## config.mk

```make
export PLATFORM = sky130hd
export DESIGN_NAME = f2i_conv
export DESIGN_NICKNAME = d
export VERILOG_FILES = /design/src/rtl/f2i_pkg.sv /design/src/rtl/f2i_classify.sv /design/src/rtl/f2i_align_round.sv /design/src/rtl/f2i_pack.sv /design/src/rtl/f2i_conv.sv
export SDC_FILE = /design/constraint.sdc
export NUM_CORES = 1
export LEC_CHECK = 0
export BUFFER_PORTS_ARGS = -buffer_cell sky130_fd_sc_hd__buf_4
export CORE_MARGIN = 3
export CORE_UTILIZATION = 65
export DETAILED_ROUTE_END_ITERATION = 12
export PLACE_DENSITY = 0.82
export RECOVER_POWER = 50
export SLEW_MARGIN = 20
export SYNTH_ARGS = -nofsm -noshare
export SYNTH_HDL_FRONTEND = slang
export SYNTH_SLANG_ARGS = --single-unit
```

## constraint.sdc

```tcl
create_clock -name clk -period 12.4 [get_ports clk]
set_clock_uncertainty 0.2 [all_clocks]
set_input_delay 0.62 -clock clk [delete_from_list [all_inputs] [get_ports clk]]
set_output_delay 0.62 -clock clk [all_outputs]
set_load 0.005 [all_outputs]
```

## src/rtl/f2i_pkg.sv

```systemverilog
package f2i_pkg;

   typedef enum logic [1:0] {
      RM_NEAR_EVEN = 2'd0,
      RM_TO_ZERO   = 2'd1,
      RM_TO_POS    = 2'd2,
      RM_TO_NEG    = 2'd3
   } rmode_e;

   typedef enum logic [1:0] {
      OPK_ZERO    = 2'd0,
      OPK_FINITE  = 2'd1,
      OPK_SPECIAL = 2'd2
   } opkind_e;

   // Decide whether the truncated magnitude must be incremented.
   function automatic logic round_incr(input rmode_e mode, input logic neg,
                                       input logic lsb, input logic rbit,
                                       input logic sticky);
      logic inc;
      unique case (mode)
         RM_NEAR_EVEN: inc = rbit & (sticky | lsb);
         RM_TO_ZERO:   inc = 1'b0;
         RM_TO_POS:    inc = ~neg & (rbit | sticky);
         default:      inc = neg & (rbit | sticky);
      endcase
      return inc;
   endfunction

endpackage

```

## src/rtl/f2i_classify.sv

```systemverilog
module f2i_classify
   import f2i_pkg::*;
#(
   parameter int EXP_W = 8,
   parameter int MAN_W = 23,
   localparam int FP_W  = EXP_W + MAN_W + 1,
   localparam int ES_W  = EXP_W + 2
) (
   input  logic                   i_saz,
   input  logic [FP_W-1:0]        i_fp,
   output logic                   o_sign,
   output opkind_e                o_kind,
   output logic                   o_subop,
   output logic signed [ES_W-1:0] o_exp,
   output logic [MAN_W:0]         o_mant
);

   localparam int BIAS = (1 << (EXP_W - 1)) - 1;
   localparam logic [ES_W-1:0] BIAS_V   = ES_W'(BIAS);
   localparam logic [ES_W-1:0] SUBEXP_V = ES_W'(1 - BIAS);

   generate
      if (EXP_W < 4 || MAN_W < 4) begin : g_bad_fmt
         $error("f2i_classify: exponent and mantissa need at least 4 bits");
      end
   endgenerate

   logic [EXP_W-1:0] exp_field;
   logic [MAN_W-1:0] frac_field;
   logic             exp_max;
   logic             exp_min;
   logic             frac_nz;

   assign exp_field  = i_fp[MAN_W +: EXP_W];
   assign frac_field = i_fp[MAN_W-1:0];
   assign exp_max    = &exp_field;
   assign exp_min    = ~|exp_field;
   assign frac_nz    = |frac_field;
   assign o_sign     = i_fp[FP_W-1];

   always_comb begin
      o_kind  = OPK_ZERO;
      o_subop = 1'b0;
      o_exp   = '0;
      o_mant  = '0;
      if (exp_max) begin
         o_kind = OPK_SPECIAL;
      end else if (exp_min) begin
         if (frac_nz && !i_saz) begin
            o_kind  = OPK_FINITE;
            o_subop = 1'b1;
            o_exp   = signed'(SUBEXP_V);
            o_mant  = {1'b0, frac_field};
         end
      end else begin
         o_kind = OPK_FINITE;
         o_exp  = signed'({2'b00, exp_field} - BIAS_V);
         o_mant = {1'b1, frac_field};
      end
   end

endmodule

```

## src/rtl/f2i_align_round.sv

```systemverilog
module f2i_align_round
   import f2i_pkg::*;
#(
   parameter int EXP_W = 8,
   parameter int MAN_W = 23,
   parameter int INT_W = 32,
   localparam int ES_W  = EXP_W + 2,
   localparam int MG_W  = INT_W + 1,
   localparam int KEEP  = MAN_W + 2,
   localparam int EXT_W = MAN_W + 1 + KEEP,
   localparam int RS_W  = $clog2(KEEP + 1),
   localparam int LS_W  = $clog2(INT_W)
) (
   input  opkind_e                i_kind,
   input  logic                   i_sign,
   input  logic signed [ES_W-1:0] i_exp,
   input  logic [MAN_W:0]         i_mant,
   input  rmode_e                 i_rmode,
   output logic [MG_W-1:0]        o_mag,
   output logic                   o_inexact,
   output logic                   o_big
);

   localparam logic signed [ES_W-1:0] EXP_BIG   = ES_W'(INT_W);
   localparam logic signed [ES_W-1:0] EXP_EXACT = ES_W'(MAN_W);
   localparam logic signed [ES_W-1:0] KEEP_S    = ES_W'(KEEP);

   generate
      if (INT_W <= MAN_W + 1) begin : g_bad_int
         $error("f2i_align_round: integer must be wider than the significand");
      end
      if (INT_W >= (1 << (EXP_W - 1))) begin : g_bad_range
         $error("f2i_align_round: integer width exceeds exponent range");
      end
   endgenerate

   logic signed [ES_W-1:0] rdist;
   logic signed [ES_W-1:0] ldist;
   logic [RS_W-1:0]        rsh;
   logic [LS_W-1:0]        lsh;
   logic [EXT_W-1:0]       ext;
   logic [MAN_W:0]         ipart;
   logic                   rbit;
   logic                   sticky;
   logic                   inc;

   assign rdist = EXP_EXACT - i_exp;
   assign ldist = i_exp - EXP_EXACT;
   assign rsh   = (rdist > KEEP_S) ? RS_W'(KEEP) : rdist[RS_W-1:0];
   assign lsh   = ldist[LS_W-1:0];

   assign ext    = {i_mant, {KEEP{1'b0}}} >> rsh;
   assign ipart  = ext[EXT_W-1 -: MAN_W + 1];
   assign rbit   = ext[KEEP-1];
   assign sticky = |ext[KEEP-2:0];
   assign inc    = round_incr(i_rmode, i_sign, ipart[0], rbit, sticky);

   always_comb begin
      o_mag     = '0;
      o_inexact = 1'b0;
      o_big     = 1'b0;
      if (i_kind == OPK_FINITE) begin
         if (i_exp >= EXP_BIG) begin
            o_big = 1'b1;
         end else if (i_exp >= EXP_EXACT) begin
            o_mag = MG_W'(i_mant) << lsh;
         end else begin
            o_mag     = MG_W'(ipart) + MG_W'(inc);
            o_inexact = rbit | sticky;
         end
      end
   end

endmodule

```

## src/rtl/f2i_pack.sv

```systemverilog
module f2i_pack
   import f2i_pkg::*;
#(
   parameter int INT_W = 32,
   localparam int MG_W = INT_W + 1
) (
   input  opkind_e           i_kind,
   input  logic              i_sign,
   input  logic [MG_W-1:0]   i_mag,
   input  logic              i_big,
   input  logic              i_inexact,
   input  logic              i_subop,
   output logic [INT_W-1:0]  o_result,
   output logic              o_invalid,
   output logic              o_too_large,
   output logic              o_inexact,
   output logic              o_subop
);

   localparam logic [MG_W-1:0]  POS_LIM = {2'b00, {(INT_W-1){1'b1}}};
   localparam logic [MG_W-1:0]  NEG_LIM = {2'b01, {(INT_W-1){1'b0}}};
   localparam logic [INT_W-1:0] INT_MAX = {1'b0, {(INT_W-1){1'b1}}};
   localparam logic [INT_W-1:0] INT_MIN = {1'b1, {(INT_W-1){1'b0}}};
   localparam logic [INT_W-1:0] INDEF   = INT_MIN;

   generate
      if (INT_W < 8) begin : g_bad_w
         $error("f2i_pack: integer width too small");
      end
   endgenerate

   logic out_of_range;
   logic [INT_W-1:0] mag_lo;

   assign mag_lo       = i_mag[INT_W-1:0];
   assign out_of_range = i_big | (i_sign ? (i_mag > NEG_LIM) : (i_mag > POS_LIM));
   assign o_subop      = i_subop;

   always_comb begin
      o_result    = '0;
      o_invalid   = 1'b0;
      o_too_large = 1'b0;
      o_inexact   = 1'b0;
      unique case (i_kind)
         OPK_SPECIAL: begin
            o_result  = INDEF;
            o_invalid = 1'b1;
         end
         OPK_FINITE: begin
            if (out_of_range) begin
               o_result    = i_sign ? INT_MIN : INT_MAX;
               o_invalid   = 1'b1;
               o_too_large = 1'b1;
            end else begin
               o_result  = i_sign ? (~mag_lo + 1'b1) : mag_lo;
               o_inexact = i_inexact;
            end
         end
         default: o_result = '0;
      endcase
   end

endmodule

```

## src/rtl/f2i_conv.sv

```systemverilog
module f2i_conv
   import f2i_pkg::*;
#(
   parameter int EXP_W    = 8,
   parameter int MAN_W    = 23,
   parameter int INT_W    = 32,
   parameter bit PIPE_MID = 1'b1,
   localparam int FP_W    = EXP_W + MAN_W + 1,
   localparam int ES_W    = EXP_W + 2,
   localparam int MG_W    = INT_W + 1,
   localparam int LAT     = 2 + int'(PIPE_MID)
) (
   input  logic             clk,
   input  logic             rst_n,
   input  logic             i_valid,
   input  logic [FP_W-1:0]  i_fp,
   input  logic [1:0]       i_rmode,
   input  logic             i_saz,
   output logic             o_done,
   output logic [INT_W-1:0] o_result,
   output logic             o_invalid,
   output logic             o_too_large,
   output logic             o_inexact,
   output logic             o_subop,
   output logic             o_div0,
   output logic             o_ovf,
   output logic             o_udf
);

   localparam logic [INT_W-1:0] INT_MAX = {1'b0, {(INT_W-1){1'b1}}};
   localparam logic [INT_W-1:0] INT_MIN = {1'b1, {(INT_W-1){1'b0}}};

   // ---------------- stage 1: decode ----------------
   logic                   c_sign, c_subop;
   opkind_e                c_kind;
   logic signed [ES_W-1:0] c_exp;
   logic [MAN_W:0]         c_mant;

   f2i_classify #(.EXP_W(EXP_W), .MAN_W(MAN_W)) u_classify (
      .i_saz   (i_saz),
      .i_fp    (i_fp),
      .o_sign  (c_sign),
      .o_kind  (c_kind),
      .o_subop (c_subop),
      .o_exp   (c_exp),
      .o_mant  (c_mant)
   );

   logic                   s1_v, s1_sign, s1_subop;
   opkind_e                s1_kind;
   logic signed [ES_W-1:0] s1_exp;
   logic [MAN_W:0]         s1_mant;
   rmode_e                 s1_rm;

   always_ff @(posedge clk or negedge rst_n) begin
      if (!rst_n) begin
         s1_v     <= 1'b0;
         s1_sign  <= 1'b0;
         s1_subop <= 1'b0;
         s1_kind  <= OPK_ZERO;
         s1_exp   <= '0;
         s1_mant  <= '0;
         s1_rm    <= RM_NEAR_EVEN;
      end else begin
         s1_v <= i_valid;
         if (i_valid) begin
            s1_sign  <= c_sign;
            s1_subop <= c_subop;
            s1_kind  <= c_kind;
            s1_exp   <= c_exp;
            s1_mant  <= c_mant;
            s1_rm    <= rmode_e'(i_rmode);
         end
      end
   end

   // ---------------- stage 2: align and round ----------------
   logic [MG_W-1:0] a_mag;
   logic            a_inx, a_big;

   f2i_align_round #(.EXP_W(EXP_W), .MAN_W(MAN_W), .INT_W(INT_W)) u_align (
      .i_kind    (s1_kind),
      .i_sign    (s1_sign),
      .i_exp     (s1_exp),
      .i_mant    (s1_mant),
      .i_rmode   (s1_rm),
      .o_mag     (a_mag),
      .o_inexact (a_inx),
      .o_big     (a_big)
   );

   logic            s2_v, s2_sign, s2_subop, s2_inx, s2_big;
   opkind_e         s2_kind;
   logic [MG_W-1:0] s2_mag;

   generate
      if (PIPE_MID) begin : g_mid_reg
         always_ff @(posedge clk or negedge rst_n) begin
            if (!rst_n) begin
               s2_v     <= 1'b0;
               s2_sign  <= 1'b0;
               s2_subop <= 1'b0;
               s2_inx   <= 1'b0;
               s2_big   <= 1'b0;
               s2_kind  <= OPK_ZERO;
               s2_mag   <= '0;
            end else begin
               s2_v <= s1_v;
               if (s1_v) begin
                  s2_sign  <= s1_sign;
                  s2_subop <= s1_subop;
                  s2_inx   <= a_inx;
                  s2_big   <= a_big;
                  s2_kind  <= s1_kind;
                  s2_mag   <= a_mag;
               end
            end
         end
      end else begin : g_mid_wire
         assign s2_v     = s1_v;
         assign s2_sign  = s1_sign;
         assign s2_subop = s1_subop;
         assign s2_inx   = a_inx;
         assign s2_big   = a_big;
         assign s2_kind  = s1_kind;
         assign s2_mag   = a_mag;
      end
   endgenerate

   // ---------------- stage 3: sign, saturate, flags ----------------
   logic [INT_W-1:0] p_res;
   logic             p_inv, p_big, p_inx, p_sub;

   f2i_pack #(.INT_W(INT_W)) u_pack (
      .i_kind      (s2_kind),
      .i_sign      (s2_sign),
      .i_mag       (s2_mag),
      .i_big       (s2_big),
      .i_inexact   (s2_inx),
      .i_subop     (s2_subop),
      .o_result    (p_res),
      .o_invalid   (p_inv),
      .o_too_large (p_big),
      .o_inexact   (p_inx),
      .o_subop     (p_sub)
   );

   always_ff @(posedge clk or negedge rst_n) begin
      if (!rst_n) begin
         o_done      <= 1'b0;
         o_result    <= '0;
         o_invalid   <= 1'b0;
         o_too_large <= 1'b0;
         o_inexact   <= 1'b0;
         o_subop     <= 1'b0;
      end else begin
         o_done <= s2_v;
         if (s2_v) begin
            o_result    <= p_res;
            o_invalid   <= p_inv;
            o_too_large <= p_big;
            o_inexact   <= p_inx;
            o_subop     <= p_sub;
         end
      end
   end

   assign o_div0 = 1'b0;
   assign o_ovf  = 1'b0;
   assign o_udf  = 1'b0;

   // ---------------- assertions ----------------
   AST_DONE_LATENCY: assert property (@(posedge clk) disable iff (!rst_n)
      o_done |-> $past(i_valid, LAT));
   AST_BIG_SETS_INVALID: assert property (@(posedge clk) disable iff (!rst_n)
      o_done && o_too_large |-> o_invalid);
   AST_BIG_SATURATES: assert property (@(posedge clk) disable iff (!rst_n)
      o_done && o_too_large |-> (o_result == INT_MAX || o_result == INT_MIN) && !o_inexact);
   AST_SPECIAL_INDEF: assert property (@(posedge clk) disable iff (!rst_n)
      o_done && o_invalid && !o_too_large |-> o_result == INT_MIN && !o_inexact);
   AST_SAZ_NO_SUBOP: assert property (@(posedge clk) disable iff (!rst_n)
      i_valid && i_saz |=> !s1_subop);
   AST_SUBOP_SMALL: assert property (@(posedge clk) disable iff (!rst_n)
      o_done && o_subop |-> o_inexact && !o_invalid &&
      (o_result == '0 || o_result == INT_W'(1) || o_result == '1));

endmodule

```

# [Word-level counts from Yosys, hierarchy flattened]
# Index checks and enable logic that the tools add are counted.
[totals] register_bits=118
[classes] reduce_logical=7 shifts=2 mux=32 add_sub_neg=5 magnitude_cmp=5 bitwise_logic=8 n_eq_ne=5
[ops] cell="$mux 33" n=3
[ops] cell="$mux 32" n=3
[ops] cell="$pmux 32 s2" n=1
[ops] cell="$shr 49x5->49" n=1
[ops] cell="$mux 24" n=2
[ops] cell="$gt 33x31->1 const B" n=1
[ops] cell="$gt 33x32->1 const B" n=1
[ops] cell="$shl 24x5->33" n=1
[ops] cell="$add 32x1->32 const B" n=1
[ops] cell="$not 32->32" n=1
[ops] cell="$mux 10" n=3
[ops] cell="$add 24x1->25" n=1
[ops] cell="$reduce_or 24->1" n=1
[ops] cell="$mux 23" n=1
[ops] cell="$reduce_or 23->1" n=1
[ops] cell="$mux 1" n=15
[ops] cell="$ge 10x6->1 const B" n=1
[ops] cell="$ge 10x7->1 const B" n=1
[ops] cell="$gt 10x6->1 const B" n=1
[ops] cell="$sub 6x10->10 const A" n=1
[ops] cell="$sub 8x7->9 const B" n=1
[ops] cell="$reduce_and 8->1" n=1
[ops] cell="$reduce_or 8->1" n=1
[ops] cell="$eq 2x1->1 const B" n=3
[ops] cell="other kinds (12)" n=17

# [Depth between registers and ports, before layout]
# Gate-level depths: netlist of run 1.
[logic_depth] word_depth=12 mapped_depth=22 depth_no_buf=20

# [Hierarchy]
# Synthesis of run 1 repeated with hierarchy kept, for this count alone.
[unflattened] cells_unflattened=1338 hier_area_um2=11368.4
[by_module_without_submodules] module="f2i_align_round" area_per_inst_um2=4787.1 instances=1 seq_area_each_um2=0.0 cells_each=751
[by_module_without_submodules] module="f2i_conv" area_per_inst_um2=4428.0 instances=1 seq_area_each_um2=2952.8 cells_each=249
[by_module_without_submodules] module="f2i_pack" area_per_inst_um2=1566.5 instances=1 seq_area_each_um2=0.0 cells_each=256
[by_module_without_submodules] module="f2i_classify" area_per_inst_um2=586.8 instances=1 seq_area_each_um2=0.0 cells_each=82

# [Worst setup path after synthesis of run 1]
# Ideal clock, no wire load.
[synth_timing] path_kind="flip-flop to flip-flop" from="register s1_exp[0]" to="register s2_mag[14]" required_time_ns=12.069 arrival_time_ns=4.966 slack_ns=7.103 path_stages_with_launch=21 path_buffers=4 setup_ns=0.131 path_cell_list="dfrtp_1 -> clkbuf_1 -> clkbuf_1 -> buf_1 -> buf_1 -> mux2i_1 -> o2bb2ai_1 -> a21oi_1 -> a21oi_1 -> o21ai_0 -> nor4_1 -> a41oi_1 -> nor3_1 -> nor3_1 -> ha_1 -> ha_1 -> a21boi_0 -> o2111ai_1 -> or3_2 -> a21oi_1 -> o22ai_1"
[synth_via] elab_chain_len=12 elab_cells_between_ends=19
[synth_lines] item="start, declared" line_no="f2i_conv.sv:51" text="logic signed [ES_W-1:0] s1_exp;"
[synth_lines] item="start signal, assigned" line_no="f2i_conv.sv:70" text="s1_exp <= c_exp;"
[synth_lines] item="$sub 6x10->10" line_no="f2i_align_round.sv:47" text="assign rdist = EXP_EXACT - i_exp;"
[synth_lines] item="$gt 10x6->1" line_no="f2i_align_round.sv:49" text="assign rsh = (rdist > KEEP_S) ? RS_W'(KEEP) : rdist[RS_W-1:0];"
[synth_lines] item="$mux 5" line_no="f2i_align_round.sv:49"
[synth_lines] item="$shr 49x5->49" line_no="f2i_align_round.sv:52" text="assign ext = {i_mant, {KEEP{1'b0}}} >> rsh;"
[synth_lines] item="$reduce_or 24->1" line_no="f2i_align_round.sv:55" text="assign sticky = |ext[KEEP-2:0];"
[synth_lines] item="$or 1x1->1 (on tied branches)" line_no="f2i_pkg.sv:24, f2i_pkg.sv:25, f2i_pkg.sv:22"
[synth_lines] item="$and 1x1->1 (on tied branches)" line_no="f2i_pkg.sv:25, f2i_pkg.sv:22, f2i_pkg.sv:24"
[synth_lines] item="$pmux 1 s3" line_no="f2i_pkg.sv:21" text="unique case (mode)"
[synth_lines] item="$add 24x1->25" line_no="f2i_align_round.sv:68" text="o_mag = MG_W'(ipart) + MG_W'(inc);"
[synth_lines] item="$mux 33" line_no="f2i_align_round.sv:65" text="end else if (i_exp >= EXP_EXACT) begin"
[synth_lines] item="$mux 33 *" line_no="f2i_align_round.sv:63" text="if (i_exp >= EXP_BIG) begin"
[synth_lines] item="$mux 33 *" line_no="f2i_align_round.sv:62" text="if (i_kind == OPK_FINITE) begin"
[synth_lines] item="end signal, assigned" line_no="f2i_conv.sv:115" text="s2_mag <= a_mag;"
[synth_lines] item="end, declared" line_no="f2i_conv.sv:94" text="logic [MG_W-1:0] s2_mag;"
# Mark *: on every way between the ends. The rest lies on a longest branch, timed or not.
# A chain may end at the register's enable or synchronous reset.

# [Worst setup path after layout of run 1]
# Same ends and word-level chain as after synthesis.

==> results of run 1 <==
==> where the power goes <==
part | leakage (uW) | switching, uW | total, uW | internal, uW
Clock | 0.000262 | 197 | 472 | 275
Sequential | 0.00152 | 71.8 | 498 | 427
Combinational | 0.00276 | 486 | 786 | 299
Total | 0.00454 | 755 | 1760 | 1000
==> metal layers <==
| metal | global-route usage, % | vias to the layer above | part of all wire [%] |
|---|---|---|---|
| met1 | 52.2 | 4823 | 38 |
| li1 | - | 4662 | - |
| met3 | 7.67 | 179 | 9.5 |
| met5 | 0 | - | 0 |
| met4 | 26.1 | 0 | 7.1 |
| met2 | 63.3 | 779 | 45 |
==> per-stage QoR <==
| stage | utilization [%] | instances | hold WS (ps) | total power, uW | setup slack [ps] |
|---|---|---|---|---|---|
| 5_1_grt | 74.6 | 1453 | 207 | 1840 | 4140 |
| 3_3_place_gp | 70.8 | 1421 | 285 | 1240 | 5210 |
| 6_report | 74.6 | 1453 | 191 | 1760 | 4770 |
| 4_1_cts | 74.6 | 1453 | 19.9 | 1730 | 4990 |
| 2_1_floorplan | - | 1243 | 124 | 1030 | 7100 |
| 3_5_place_dp | 70.8 | 1421 | 305 | 1250 | 5020 |
==> path summary, 6_finish.rpt <==
check                                      start                       end  slack [ps]  cells after the start
setup / recovery           s1_exp[0]$_DFFE_PN0P_    s2_mag[14]$_DFFE_PN0P_        4770                     21
max in group asynchronous                  rst_n      s1_rm[0]$_DFFE_PN0P_        6850                      2
min in group asynchronous                  rst_n  o_result[24]$_DFFE_PN0P_         800                      1
hold reg to reg            o_invalid$_DFFE_PN0P_     o_invalid$_DFFE_PN0P_         310                      1
hold / removal                          i_fp[23]     s1_exp[0]$_DFFE_PN0P_         190                      2
setup reg to reg           s1_exp[0]$_DFFE_PN0P_    s2_mag[14]$_DFFE_PN0P_        4770                     21
==> critical path: cells and delay by family, from the launching register on <==
family / cells / cell delay (ps)
buffers and inverters: 2 / 1370
and+or+nand+nor: 5 / 1080
DFF: 1 / 340
adders and majority gates: 3 / 870
AOI/OAI and AO/OA: 11 / 3540
==> area by class of cell <==
| cell class | count | share of cell area [%] |
|---|---|---|
| clock inverters | 15 | 1.20 |
| multi-input cells | 964 | 57.8 |
| well taps | 184 | 2.10 |
| repair buffers | 92 | 6.13 |
| clock buffers | 17 | 3.88 |
| flip-flops and latches | 117 | 26.7 |
| inverters | 64 | 2.19 |
==> state kept, by name, summed over array words and instances, names as in the netlist, 2 cells and up <==
name,flops
s1_mant,24
s2_mag,33
s2_kind,2
s1_kind,2
s1_exp,9
o_result,32
s1_rm,2
==> cell usage in the layout, fill, tap and decap left out, types with 8 or more instances in the layout <==
cell type / instances
a211oi_1: 9
a21oi_1: 71
a22o_1: 27
a22oi_1: 17
a31oi_1: 10
a32oi_1: 8
buf_4: 50
clkbuf_16: 17
clkbuf_4: 37
dfrtp_1: 116
ha_1: 13
inv_1: 61
mux2_2: 20
mux2i_1: 35
mux4_2: 15
nand2_1: 147
nand2b_1: 8
nand3_1: 35
nand4_1: 18
nor2_1: 103
nor2b_1: 14
nor3_1: 34
nor3b_1: 8
nor4_1: 19
o211ai_1: 10
o21ai_0: 77
o22a_1: 13
o22ai_1: 52
o2bb2ai_1: 9
o31ai_1: 17
or3_1: 10
or4_1: 15
xnor2_1: 24
xor2_1: 9
==> logic make-up (layout without fill, tap and decap cells) <==
family | after synthesis | in the layout | synth area share (%)
XOR/XNOR | 34 | 34 | 3.01
adder cells (fa/ha/maj) | 13 | 13 | 1.64
AO/OA/AOI/OAI | 396 | 396 | 27.9
AND/OR/NAND/NOR | 448 | 448 | 21.9
flip-flops | 117 | 117 | 29.6
multiplexers | 70 | 70 | 9.23
buffers and inverters | 162 | 188 | 6.64
other | 1 | 3 | 0.0379
==> impl_metrics.ini, run 1 <==
[outcome]
status = finished, violations left
failed_checks = capacitance limit, slew limit

[cts]
cts_resized = 0
post_cts_buffers = 0
cts_hold_buf = 0
htree_levels = 4
cts_sinks = 117
clk_latency_ps = 440
cts_root_buffer = clkbuf_16
cts_tree = built
numCtsBuffers = 17
clockBufferDepth = 2
clk_pin_slew_ps = 60

[critical_path]
crit_required_ps = 12470
cp_slowest_cell = o22ai_1
critPathKind = reg2reg
critPathArrivalTime_ps = 7710
crit_path_end_kind = flop
crit_fanout = 70
max_stage_delay_ps = 870
cp_cell_sequence = buf_4 > clkinv_1 > ha_1 > o21a_1 > a2bb2oi_1 > o22ai_1 > o22ai_1 > a211oi_1 > nor3_1 > o2111ai_1 > nor4_1 > a41oi_1 > nor3_1 > nor3_1 > ha_1 > ha_1 > a21boi_0 > o2111ai_1 > or3_2 > a21oi_1 > o22ai_1
cp-start-kind = flop

[yosys]
synth_common_cells = nand2_1 (147), dfrtp_1 (117), nor2_1 (103)
yosysMostFrequentCell = nand2_1
synth_edf_count = 0
syn_area_per_cell_um2 = 7.97
synth_top_area_cell = dfrtp_1
yosys_warnings = 0
ys_types = 84
synthTopCellsByArea = dfrtp_1 (30%), nand2_1 (5.6%), nor2_1 (3.9%), o21ai_0 (3.9%), a21oi_1 (3.6%)
syn_inst = 1241
ys_async_sr_fraction_pct = 100
synth.top_cell.area_share_pct = 29.6
synth_ff_type = dfrtp_1
yosysSeqAreaShare_pct = 29.6
netlist_area_um2 = 9890
synth_seq_cells = 117

[power]
powerDensity_nw_per_um2 = 160
leakagePower_uw = 0.00454
irDropWorstVdd_mv = 0.104

[placement]
dp_hpwl_um = 24900
place.gp.congestion = 1.13
portBuffers = 74
post_dp_cell_area_um2 = 10400

[finish]
layout-drive-gt1-share_pct = 14.9
seq_area_um2 = 2930
antenna_cells = 0
finalInstanceArea_um2 = 11000
multi_input_area_um2 = 6330
nNetsFinal = 1307
fillers = 1059
syn_to_final_growth_pct = 10.8

[sta]
max_freq_mhz = 131
setup_viol = 0
slew_viol_final = 161
setup-tns-final_ps = 0
period_share_pct = 61.5
fin_crit_ps = 7630
rsz0062_at_grt = no
tightest_slew_ps = 3520
max_slew_margin_pct = -135
hold_violations = 0

[global_routing]
grt_overflow_total = 0
antenna_found_initial = 0
grt_pass1_vias = 9479
grt_max_degree = 71
track_usage_pct = 40.7
grt_pass1_wl_um = 52900

[route]
drc = 0
wl_um = 33900
drt_pass1_iterations = 7
vias = 10443
wire_per_inst_um = 23.3
vias_per_cell = 7.19
antenna_left = 0
drt_iter0_markers = 1453

[die]
pin_count = 78
initial_utilization_pct = 67.3
die_area_um2 = 16700
die_height_um = 129
coreArea_um2 = 14700
die_x_um = 129
rows = 44

[run]
maxCapViolCount = 3

[worst_hold_path]
hp-class = in2reg
No activity file was read; power rests on OpenSTA's default activity.
==> inputs of run 2 (changes only) <==
CORE_UTILIZATION = 62   (was 65)
PLACE_DENSITY = 0.79   (was 0.82)
clock period = 7.59 ns   (was 12.4 ns; I/O delays follow)
==> impl_metrics.ini, run 2 (synthesized netlist as in run 1, its figures left out) <==
[outcome]
status = finished, violations left
failed_checks = capacitance limit, slew limit

[cts]
cts_resized = 0
htree_levels = 4
numCtsBuffers = 17
cts_sinks = 117
clockBufferDepth = 2
cts_root_buffer = clkbuf_16
cts_hold_buf = 28
post_cts_buffers = 0
clk_pin_slew_ps = 60
clk_latency_ps = 440
cts_tree = built

[route]
wire_per_inst_um = 23.7
drt_pass1_iterations = 6
vias = 10713
drt_iter0_markers = 1364
highest_layer = met4
wl_met1_um = 13500
wl_um = 35700
vias_per_cell = 7.10
antenna_left = 0
drc = 0
dr_wl_met3_um = 3400
met2_length_um = 16100

[finish]
seq_area_um2 = 2930
layout-drive-gt1-share_pct = 14.5
fillers = 1185
antenna_cells = 0
multi_input_area_um2 = 6330
nNetsFinal = 1336
reg.largest.list = s2_mag (33), o_result (32), s1_mant (24)
top_register = s2_mag
final_common_cell = nand2_1
syn_to_final_growth_pct = 14.2
final_cell_mix = nand2_1 (147), dfrtp_1 (116), nor2_1 (103)
largest_reg_flops = 33

[die]
die_x_um = 132
rows = 45
pin_count = 78
die_height_um = 132
initial_utilization_pct = 64.1
coreArea_um2 = 15400
die_area_um2 = 17500

[global_routing]
grt_overflow_total = 0
grt_max_degree = 76
antenna_found_initial = 0
grt_pass1_wl_um = 55400
grt_pass1_vias = 9856
track_usage_pct = 39.7

[power]
total_power_uw = 2920
leakagePower_uw = 0.00466
pwr-share-seq_pct = 27.7
swShare_pct = 42.3
clockPowerShare_pct = 27.5
irDropWorstVdd_mv = 0.173
power_frac_comb_pct = 44.8
powerDensity_nw_per_um2 = 259
internal_power_uw = 1690
power.switching_uw = 1230

[worst_hold_path]
hp-class = in2reg

[sta]
hold_violations = 0
setup-tns-final_ps = 0
fin_crit_ps = 6840
rsz0062_at_grt = no
period_share_pct = 90.1
max_freq_mhz = 146
setup_viol = 0
slew_viol_final = 162
tightest_slew_ps = 2540
max_slew_margin_pct = -69.4

[critical_path]
cp-start-kind = flop
critPathArrivalTime_ps = 6950
crit_fanout = 15
crit_required_ps = 7700
crit_path_end_kind = flop
critPathKind = reg2reg

[placement]
dp_hpwl_um = 25000
place.gp.congestion = 1.09
portBuffers = 74

[run]
maxCapViolCount = 3
[run 2: cell types whose count changed in the layout (fill, tap and decap cells not counted), moves of 2 or more]
cell,change
clkbuf_4,-2
inv_6,-2
clkbuf_1,+4
xnor2_2,+2
dlygate4sd3_1,+28
[run 2: metrics by stage]
stage / std cells / utilization [%] / worst slack, ps / hold slack, ps / area [um^2]
6_report: 1509 / 73.2 / 752 / 53.5 / 11300
5_1_grt: 1509 / 73.2 / 324 / 67.9 / 11300
4_1_cts: 1509 / 73.4 / 1090 / 3.88 / 11300
3_5_place_dp: 1449 / 67.8 / 1090 / 199 / 10500
3_3_place_gp: 1449 / 67.8 / 1210 / 195 / 10500
2_1_floorplan: 1243 / - / 2290 / -116 / 9900
[run 2: critical path: stages, from the launching register on]
cell       delay [ps]
dfrtp_1           600
inv_1             270
ha_1              580
a2bb2oi_1         590
o221ai_2          460
a32oi_1           580
nor2_1            120
nor3_1            550
nand4_1           150
nor4_1            390
a41oi_1           200
nor3_1            290
nor3_1            110
ha_1              230
ha_1              210
a21boi_0          180
o2111ai_1         410
nor3_1            130
xnor2_1           170
a221o_1           300
[run 2: path summary, 6_finish.rpt]
path                                  startpoint                  endpoint  slack (ps)  depth (start not counted)
setup / recovery           s1_exp[3]$_DFFE_PN0P_    s2_mag[10]$_DFFE_PN0P_         750                         19
hold / removal                          i_fp[28]     s1_exp[5]$_DFFE_PN0P_          50                          3
setup reg to reg           s1_exp[3]$_DFFE_PN0P_    s2_mag[10]$_DFFE_PN0P_         750                         19
hold reg to reg            o_invalid$_DFFE_PN0P_     o_invalid$_DFFE_PN0P_         310                          1
max in group asynchronous                  rst_n            s1_v$_DFF_PN0_        3260                          3
min in group asynchronous                  rst_n  o_result[24]$_DFFE_PN0P_        1080                          2
[run 2: cell type report]
class | count | share of cell area [%]
clock buffer | 20 | 3.96
clock inverter | 12 | 1.15
inverter | 64 | 2.13
multi-input combinational | 964 | 56.1
sequential | 117 | 25.9
tap | 211 | 2.34
timing repair buffer | 121 | 8.41
[run 2: power groups by stage]
stage / Combinational [uW] / Sequential, uW / Clock, uW
after floorplan: 920 / 763 / 0
after detailed placement: 1240 / 812 / 0
final: 1310 / 810 / 803
after global placement: 1220 / 808 / 0
after CTS: 1270 / 803 / 795
after global routing: 1410 / 817 / 831
[run 2: layer usage]
| layer | track usage (%) | up-vias |
|---|---|---|
| li1 | - | 4715 |
| met1 | 50.3 | 4969 |
| met2 | 63.4 | 820 |
| met3 | 7.98 | 209 |
| met5 | 0 | - |
| met4 | 22.9 | 0 |
